--- src/rtl/acc_cpu_pkg.sv ---
package acc_cpu_pkg;
  typedef enum logic [1:0] {
    OP_NOR = 2'b00,
    OP_ADD = 2'b01,
    OP_STA = 2'b10,
    OP_JCC = 2'b11
  } op_e;

  typedef enum logic [1:0] {
    ST_FETCH  = 2'd0,
    ST_DECODE = 2'd1,
    ST_EXEC   = 2'd2
  } state_e;
endpackage

--- src/rtl/pc_ctr.sv ---
module pc_ctr #(
  parameter int AW = 6
) (
  input  logic          clk_i,
  input  logic          rst_ni,
  input  logic          inc_i,
  input  logic          load_i,
  input  logic [AW-1:0] target_i,
  output logic [AW-1:0] pc_o
);
  always_ff @(posedge clk_i or negedge rst_ni) begin
    if (!rst_ni)     pc_o <= '0;
    else if (load_i) pc_o <= target_i;
    else if (inc_i)  pc_o <= pc_o + 1'b1;  // natural wrap
  end
endmodule

--- src/rtl/nor_add_alu.sv ---
module nor_add_alu #(
  parameter int DW = 8
) (
  input  logic [DW-1:0] a_i,
  input  logic [DW-1:0] b_i,
  input  logic          add_i,
  output logic [DW-1:0] res_o,
  output logic          cout_o
);
  logic [DW:0] sum;

  always_comb begin
    sum = {1'b0, a_i} + {1'b0, b_i};
    if (add_i) begin
      res_o  = sum[DW-1:0];
      cout_o = sum[DW];
    end else begin
      res_o  = ~(a_i | b_i);
      cout_o = 1'b0;
    end
  end
endmodule

--- src/rtl/unified_mem.sv ---
module unified_mem #(
  parameter int DW = 8,
  parameter int AW = 6
) (
  input  logic          clk_i,
  input  logic          rst_ni,
  input  logic [AW-1:0] addr_i,
  input  logic [DW-1:0] wdata_i,
  input  logic          we_i,
  input  logic [DW-1:0] in_port_i,
  output logic [DW-1:0] rdata_o,
  output logic [DW-1:0] out_port_o
);
  localparam int          DEPTH   = 2 ** AW;
  localparam logic [AW-1:0] IO_ADDR = AW'(DEPTH - 1);

  logic [DW-1:0] mem_q [DEPTH];
  logic          io_sel;

  assign io_sel  = (addr_i == IO_ADDR);
  assign rdata_o = io_sel ? in_port_i : mem_q[addr_i];

  // storage keeps contents over reset
  always_ff @(posedge clk_i) begin
    if (we_i && !io_sel) mem_q[addr_i] <= wdata_i;
  end

  always_ff @(posedge clk_i or negedge rst_ni) begin
    if (!rst_ni)              out_port_o <= '0;
    else if (we_i && io_sel)  out_port_o <= wdata_i;
  end
endmodule

--- src/rtl/acc_cpu_panel.sv ---
module acc_cpu_panel
  import acc_cpu_pkg::*;
#(
  parameter int DW = 8,
  parameter int AW = 6
) (
  input  logic          clk_i,
  input  logic          rst_ni,
  input  logic          run_i,
  input  logic [AW-1:0] pnl_addr_i,
  input  logic [DW-1:0] pnl_data_i,
  input  logic          pnl_wr_i,
  input  logic [DW-1:0] in_port_i,
  output logic [DW-1:0] out_port_o,
  output logic [DW-1:0] rd_data_o,
  output logic [AW-1:0] pc_o,
  output logic [DW-1:0] acc_o,
  output logic          carry_o
);
  localparam int OPW = DW - AW;

  state_e        state_q;
  op_e           op_q;
  logic [AW-1:0] ar_q;
  logic          halted;
  logic [AW-1:0] mem_addr;
  logic [DW-1:0] mem_wdata;
  logic          mem_we;
  logic [DW-1:0] rd_data;
  logic [DW-1:0] alu_res;
  logic          alu_cout;
  logic          exec;

  assign halted    = (state_q == ST_FETCH) && !run_i;
  assign exec      = (state_q == ST_EXEC);
  // panel takes over address and write data while stopped
  assign mem_addr  = halted ? pnl_addr_i : ar_q;
  assign mem_wdata = halted ? pnl_data_i : acc_o;
  assign mem_we    = halted ? pnl_wr_i : (exec && op_q == OP_STA);
  assign rd_data_o = rd_data;

  unified_mem #(.DW(DW), .AW(AW)) i_mem (
    .clk_i      (clk_i),
    .rst_ni     (rst_ni),
    .addr_i     (mem_addr),
    .wdata_i    (mem_wdata),
    .we_i       (mem_we),
    .in_port_i  (in_port_i),
    .rdata_o    (rd_data),
    .out_port_o (out_port_o)
  );

  nor_add_alu #(.DW(DW)) i_alu (
    .a_i    (acc_o),
    .b_i    (rd_data),
    .add_i  (op_q == OP_ADD),
    .res_o  (alu_res),
    .cout_o (alu_cout)
  );

  pc_ctr #(.AW(AW)) i_pc (
    .clk_i    (clk_i),
    .rst_ni   (rst_ni),
    .inc_i    (state_q == ST_DECODE),
    .load_i   (exec && op_q == OP_JCC && !carry_o),
    .target_i (ar_q),
    .pc_o     (pc_o)
  );

  always_ff @(posedge clk_i or negedge rst_ni) begin
    if (!rst_ni) begin
      state_q <= ST_FETCH;
      op_q    <= OP_NOR;
      ar_q    <= '0;
      acc_o   <= '0;
      carry_o <= 1'b0;
    end else begin
      unique case (state_q)
        ST_FETCH: if (run_i) begin
          ar_q    <= pc_o;
          state_q <= ST_DECODE;
        end
        ST_DECODE: begin
          op_q    <= op_e'(rd_data[DW-1 -: OPW]);
          ar_q    <= rd_data[AW-1:0];
          state_q <= ST_EXEC;
        end
        ST_EXEC: begin
          unique case (op_q)
            OP_NOR: acc_o <= alu_res;
            OP_ADD: begin
              acc_o   <= alu_res;
              carry_o <= alu_cout;
            end
            OP_JCC:  if (carry_o) carry_o <= 1'b0;
            default: ;
          endcase
          state_q <= ST_FETCH;
        end
        default: state_q <= ST_FETCH;
      endcase
    end
  end
endmodule

--- config.mk ---
export PLATFORM = sky130hd
export DESIGN_NAME = acc_cpu_panel
export DESIGN_NICKNAME = d
export VERILOG_FILES = /design/src/rtl/acc_cpu_pkg.sv /design/src/rtl/pc_ctr.sv /design/src/rtl/nor_add_alu.sv /design/src/rtl/unified_mem.sv /design/src/rtl/acc_cpu_panel.sv
export SDC_FILE = /design/constraint.sdc
export NUM_CORES = 1
export LEC_CHECK = 0
export CAP_MARGIN = 10
export CORE_MARGIN = 2
export CORE_UTILIZATION = 50
export DETAILED_ROUTE_END_ITERATION = 10
export DONT_BUFFER_PORTS = 1
export PLACE_DENSITY = 0.68
export SETUP_SLACK_MARGIN = 0.3
export SLEW_MARGIN = 40
export SYNTH_ARGS = -nofsm -noshare
export SYNTH_HDL_FRONTEND = slang
export SYNTH_HIERARCHICAL = 1
export SYNTH_SLANG_ARGS = --single-unit
--- constraint.sdc ---
create_clock -name clk_i -period 4.75 [get_ports clk_i]
set_clock_uncertainty 0.2 [all_clocks]
set_input_delay 0.95 -clock clk_i [delete_from_list [all_inputs] [get_ports clk_i]]
set_output_delay 0.95 -clock clk_i [all_outputs]
set_load 0.02 [all_outputs]
==> results of run 1 <==
==> per-stage QoR <==
stage | cells | worst slack [ps]
3_3_place_gp | 2191 | -495
6_report | 2337 | -192
5_1_grt | 2337 | -240
2_1_floorplan | 1429 | 32.4
4_1_cts | 2311 | -154
3_5_place_dp | 2191 | -492
==> synthesized netlist by cell type, drive strengths merged, types with 27 or more instances <==
master  count
nor2      104
clkbuf     33
nand2      53
mux2i      90
edfxtp    507
a21oi      53
nand3      28
dfrtp      33
o21ai      63
a22oi      68
mux2       82
buf        59
a221oi     27
==> worst min path at each step <==
stage               cells past startpoint                 from             endpoint
detailed placement                      2  op_q[0]$_DFFE_PN0P_  op_q[0]$_DFFE_PN0P_
global placement                        2  op_q[0]$_DFFE_PN0P_  op_q[0]$_DFFE_PN0P_
CTS                                     2  op_q[0]$_DFFE_PN0P_  op_q[0]$_DFFE_PN0P_
floorplan                               2  op_q[0]$_DFFE_PN0P_  op_q[0]$_DFFE_PN0P_
finish                                  2  op_q[0]$_DFFE_PN0P_  op_q[0]$_DFFE_PN0P_
global route                            2  op_q[0]$_DFFE_PN0P_  op_q[0]$_DFFE_PN0P_
==> metal layers <==
| layer | global-route usage [%] | vias to the layer above | part of all wire [%] |
|---|---|---|---|
| li1 | - | 6200 | - |
| met1 | 38.0 | 7299 | 38 |
| met2 | 42.9 | 986 | 46 |
| met3 | 6.93 | 165 | 12 |
| met4 | 10.6 | 0 | 4.0 |
| met5 | 0 | - | 0 |
==> cells by family after synthesis <==
logic type,share of synthesized area [%]
flops,71.6
compound gates,9.97
simple gates,5.10
mux,9.18
buf+inv,2.84
fa+ha+maj,1.04
xor+xnor,0.234
other cells,0.0167
==> repair_timing <==
action,CTS,global route
gates cloned,4,2
gates resized for setup,57,131
endpoints found under the hold margin,33,0
hold buffers,2,0
endpoints found under the setup margin,15,15
pin swaps,23,49
setup buffers,16,24
==> area by class of cell <==
| type | count | area (µm²) |
|---|---|---|
| inverter | 26 | 103 |
| multi-input combinational | 775 | 6560 |
| clock inverter | 35 | 367 |
| sequential | 540 | 16100 |
| tap | 592 | 741 |
| fill | 3087 | 16200 |
| clock buffer | 63 | 1410 |
| timing repair buffer | 306 | 2790 |
==> power groups by stage <==
| stage | Clock (mW) | Combinational, mW | Sequential [mW] |
|---|---|---|---|
| 2_1_floorplan | 0 | 3.97 | 6.25 |
| 3_3_place_gp | 0 | 6.90 | 6.30 |
| 3_5_place_dp | 0 | 7.02 | 6.30 |
| 4_1_cts | 4.32 | 7.45 | 6.21 |
| 5_1_grt | 4.49 | 8.85 | 6.24 |
| 6_report | 4.27 | 8.47 | 6.22 |
==> worst max-delay path, stage by stage (launching register included) <==
cell	delay, ps
dfrtp_1	410
nor3_4	180
buf_6	170
mux2_4	340
buf_12	160
buf_6	110
mux4_2	440
mux2i_1	200
nor2_1	100
a31oi_2	270
buf_4	160
o21ai_1	50
o32a_1	390
buf_6	190
==> registers in the layout (all words and copies together) (netlist names) <==
signal,flops
i_mem/mem_q,507
acc_o,8
i_mem/out_port_o,8
ar_q,6
i_pc/pc_o,6
op_q,2
state_q,2
carry_o,1
==> summary.txt, run 1 <==
Worst setup path
  – Crit end category: primary output
  – Flop2flop setup slack: 0 ps
  – Crit. Startpoint: state_q[0]$_DFFE_PN0P_
  – Crit path DAT: 3790 ps
  – Critical path class: reg2out
  – Setup crit end: rd_data_o[1]
  – FF-to-FF path depth: 21
  – Startpoint Class: flop
  – Worst EP required: 3600 ps
  – Crit path max fanout: 6
  – FF-to-FF Start: state_q[0]$_DFFE_PN0P_
  – Worst r2r dst: acc_o[6]$_DFFE_PN0P_

Yosys
  – Synth unique cells: 71
  – Leading area contributor after synthesis: edfxtp_1
  – Register bit total from synthesis: 540
  – Yosys warning count: 6
  – Avg Cell Area, Syn: 15.7 µm²
  – Syn Inst Count: 1427
  – Syn Std Cell Area: 22400 µm²
  – Synth async-reset ratio: 6.11%
  – Top cell type's share of synthesized area: 67.9%
  – Number of flops mapped to enable cells by yosys: 507
  – Most used DFF post-synth: edfxtp_1
  – Post-synthesis sequential area ratio: 71.6%
  – Synth top area cells: edfxtp_1 (68%), mux2i_1 (4.0%), mux2_2 (3.8%)

Clock tree
  – Worst-Skew Late Latency: 610 ps
  – CTS tree: built
  – Bufs on Longest Clock Path: 3
  – CTS Root Cell: clkbuf_16
  – # clock sinks: 540
  – TritonCTS Buffers: 54
  – Clk pin slew, worst setup/hold paths: 70 ps
  – H-tree depth: 2

Die
  – I/O pin cnt: 57
  – Rows: 77
  – Die Area: 46500 µm²
  – Die Wd: 216 µm
  – Core area: 44200 µm²
  – Die Y: 216 µm
  – Initial core utilization: 50.7%

Route
  – Antenna-violating nets left: 0
  – First DRT Iteration DRCs: 2041
  – Vias per cell: 6.27
  – Total routed wirelength: 65.6 mm
  – WL per Instance: 28.1 µm
  – Vias post-DR: 14700
  – # DRC: 0
  – First drt pass iteration count: 6

STA
  – Worst setup margin: -192 ps
  – Endpoints failing setup: 8
  – Worst Tran Pin Value: 894 ps
  – Final period util: 104%
  – Final worst path period need: 4940 ps
  – Final TNS setup: -879 ps
  – Fin. Hold Viols: 0
  – Worst slew margin: 40.2%
  – Worst hold-check slack: 346 ps
  – Unrepaired setup endpoints after global routing: true
  – Fmax: 0.202 GHz
  – Final Max Slew Viols: 0

Min path
  – Worst hold path class: reg2reg

Layout
  – Final core utilization: 63.4%
  – NumNets Final: 1747
  – Finished Cell Area: 28000 µm²
  – Commonest non-fill, non-tap cell in the layout: edfxtp_1
  – Layout cells sized above 1: 34.9%
  – Antenna diodes: 0
  – Area delta synth->final: 25.0%
  – Commonest cells after routing, fill and taps aside: edfxtp_1 (507), buf_4 (242), nor2_1 (87)

Global routing
  – Initial antenna violation count: 0
  – Vias in the first global route: 14100
  – GR Util All Layers: 27.7%
  – Largest net degree at the start of global routing: 66
  – Grt ovf: 0
  – First-pass GRT wire length: 94.2 mm

Pwr
  – Clock Power Share: 22.5%
  – Sw Pwr: 6.85 mW
  – Internal: 12.1 mW
  – Overall Power: 19.0 mW
  – VDD IR max: 0.000532 V
  – Switching share of total power: 36.1%
  – Pleak: 9.99 nW
  – Comb power frac: 44.7%
  – Register share of total power: 32.8%
  – PwrDens: 677 nW/µm²

Outcome
  – Status: finished, violations left
  – Violated checks: negative setup slack

Place
  – Hpwl dp: 42.0 mm
  – GPL Wtd Cong: 0.936
  – DP Area: 25000 µm²
  – PortBufs: 0

Job
  – Max Cap Violations: 0
No activity file was read; power rests on OpenSTA's default activity.
==> run 2: changes to the inputs <==
--- a/config.mk
+++ b/config.mk
@@ -6,6 +6,7 @@
 export NUM_CORES = 1
 export LEC_CHECK = 0
 export CAP_MARGIN = 10
+export CORE_ASPECT_RATIO = 1.5
 export CORE_MARGIN = 2
 export CORE_UTILIZATION = 50
 export DETAILED_ROUTE_END_ITERATION = 10
==> summary.txt, run 2 (synthesis results as in run 1) <==
Layout
  – Biggest registers after layout: i_mem/mem_q x507, acc_o x8, i_mem/out_port_o x8
  – Largest reg by FF count: i_mem/mem_q
  – Area delta synth->final: 23.0%
  – Layout cells sized above 1: 33.1%
  – Commonest non-fill, non-tap cell in the layout: edfxtp_1
  – Final Non-Filler Cells: 2309
  – Final core utilization: 61.8%
  – Largest register FFs: 507
  – Commonest cells after routing, fill and taps aside: edfxtp_1 (507), buf_4 (239), mux2i_1 (89)
  – Finished Cell Area: 27600 µm²
  – NumNets Final: 1735

Clock tree
  – CTS Root Cell: clkbuf_16
  – Worst-Skew Late Latency: 570 ps
  – CTS tree: built
  – # clock sinks: 540
  – TritonCTS Buffers: 47
  – Bufs on Longest Clock Path: 3
  – Clk pin slew, worst setup/hold paths: 70 ps
  – H-tree depth: 2

STA
  – Final Max Slew Viols: 0
  – Fmax: 0.200 GHz
  – Worst Tran Pin Value: 888 ps
  – Final TNS setup: -1800 ps
  – Worst hold-check slack: 3.75 ps
  – Fin. Hold Viols: 0
  – Final worst path period need: 5000 ps
  – Unrepaired setup endpoints after global routing: true
  – Endpoints failing setup: 11
  – Worst setup margin: -248 ps
  – Worst slew margin: 40.7%
  – Final period util: 105%

Outcome
  – Violated checks: negative setup slack
  – Status: finished, violations left

Die
  – Rows: 95
  – I/O pin cnt: 57
  – Core area: 44600 µm²
  – Die Area: 46600 µm²
  – Die Y: 263 µm
  – Initial core utilization: 50.3%
  – Die Wd: 177 µm

Global routing
  – GR Util All Layers: 28.1%
  – First-pass GRT wire length: 95.1 mm
  – Vias in the first global route: 14500
  – Grt ovf: 0
  – Initial antenna violation count: 0
  – Largest net degree at the start of global routing: 66

Place
  – Hpwl dp: 43.3 mm
  – Post-placement cell count: 2179
  – PortBufs: 0
  – DP Area: 25100 µm²
  – GPL Wtd Cong: 0.908

Route
  – Vias post-DR: 14600
  – # DRC: 0
  – First drt pass iteration count: 5
  – First DRT Iteration DRCs: 1800
  – Antenna-violating nets left: 0
  – Total routed wirelength: 65.9 mm
  – Vias per cell: 6.31
  – WL per Instance: 28.5 µm

Worst setup path
  – Crit path DAT: 3850 ps
  – Startpoint Class: flop
  – Crit path max fanout: 8
  – Worst EP required: 3600 ps
  – Critical path class: reg2out
  – Crit. Startpoint: state_q[0]$_DFFE_PN0P_
  – Flop2flop setup slack: -150 ps
  – Crit end category: primary output
  – FF-to-FF Start: state_q[0]$_DFFE_PN0P_

Pwr
  – Sw Pwr: 6.63 mW
  – Register share of total power: 33.8%
  – Switching share of total power: 36.0%
  – Clock Power Share: 20.8%
  – VDD IR max: 0.000403 V
  – Pleak: 9.82 nW
  – PwrDens: 668 nW/µm²
  – Internal: 11.8 mW
  – Comb power frac: 45.4%

Min path
  – Worst hold path class: in2async

Job
  – Max Cap Violations: 0
## run 2: worst paths after layout
path,to,cells past startpoint
hold reg to reg,op_q[0]$_DFFE_PN0P_,2
min in group clk_i,op_q[0]$_DFFE_PN0P_,2
hold / removal,acc_o[1]$_DFFE_PN0P_,1
setup / recovery,rd_data_o[2],14
setup reg to reg,acc_o[6]$_DFFE_PN0P_,21
max in group asynchronous,i_pc/pc_o[4]$_DFFE_PN0P_,1
## run 2: layout make-up
| cell class | instances | area (µm²) |
|---|---|---|
| Fill cell | 3160 | 17000 |
| Sequential cell | 540 | 16100 |
| Multi-Input combinational cell | 773 | 6360 |
| Timing Repair Buffer | 303 | 2800 |
| Clock buffer | 70 | 1360 |
| Tap cell | 582 | 728 |
| Clock inverter | 14 | 166 |
| Inverter | 26 | 100 |
| Antenna cell | 1 | 2.50 |
## run 2: metrics by stage
stage / power (mW) / worst slack (ps)
final: 18.4 / -248
after global placement: 13.3 / -507
after global routing: 19.0 / -285
after CTS: 17.9 / -143
after floorplan: 10.2 / 32.4
after detailed placement: 13.4 / -513
## run 2: per-layer routing
metal / up-vias / wire length (µm) / track usage (%)
met4: 0 / 4010 / 15.1
met3: 199 / 5930 / 4.04
met1: 7327 / 23400 / 35.4
met2: 885 / 32500 / 46.7
li1: 6149 / - / -
met5: - / 0 / 0
## run 2: power by group through the flow
stage | clock, mW | sequential [mW] | combinational, mW
after global routing | 4.03 | 6.25 | 8.72
after global placement | 0 | 6.31 | 7.03
after floorplan | 0 | 6.25 | 3.97
final | 3.83 | 6.23 | 8.36
after detailed placement | 0 | 6.32 | 7.12
after CTS | 3.85 | 6.22 | 7.80
## run 2: critical path, stage by stage (launching register included)
cell,delay (ps)
dfrtp_1,410
nor3_4,310
buf_4,170
mux2_4,340
buf_12,170
buf_12,140
mux2_2,280
a221oi_2,210
a21oi_1,80
o21ai_2,260
buf_4,170
o2111ai_4,100
o32a_1,350
buf_4,150
buf_6,130
## run 2: timing repair
item | 4_1_cts | 5_1_grt
gates cloned | 3 | 0
endpoints found under the hold margin | 33 | 0
setup endpoints to repair | 15 | 15
pin swaps | 35 | 42
hold buffers | 1 | 0
setup buffers | 30 | 11
gates resized for setup | 80 | 60
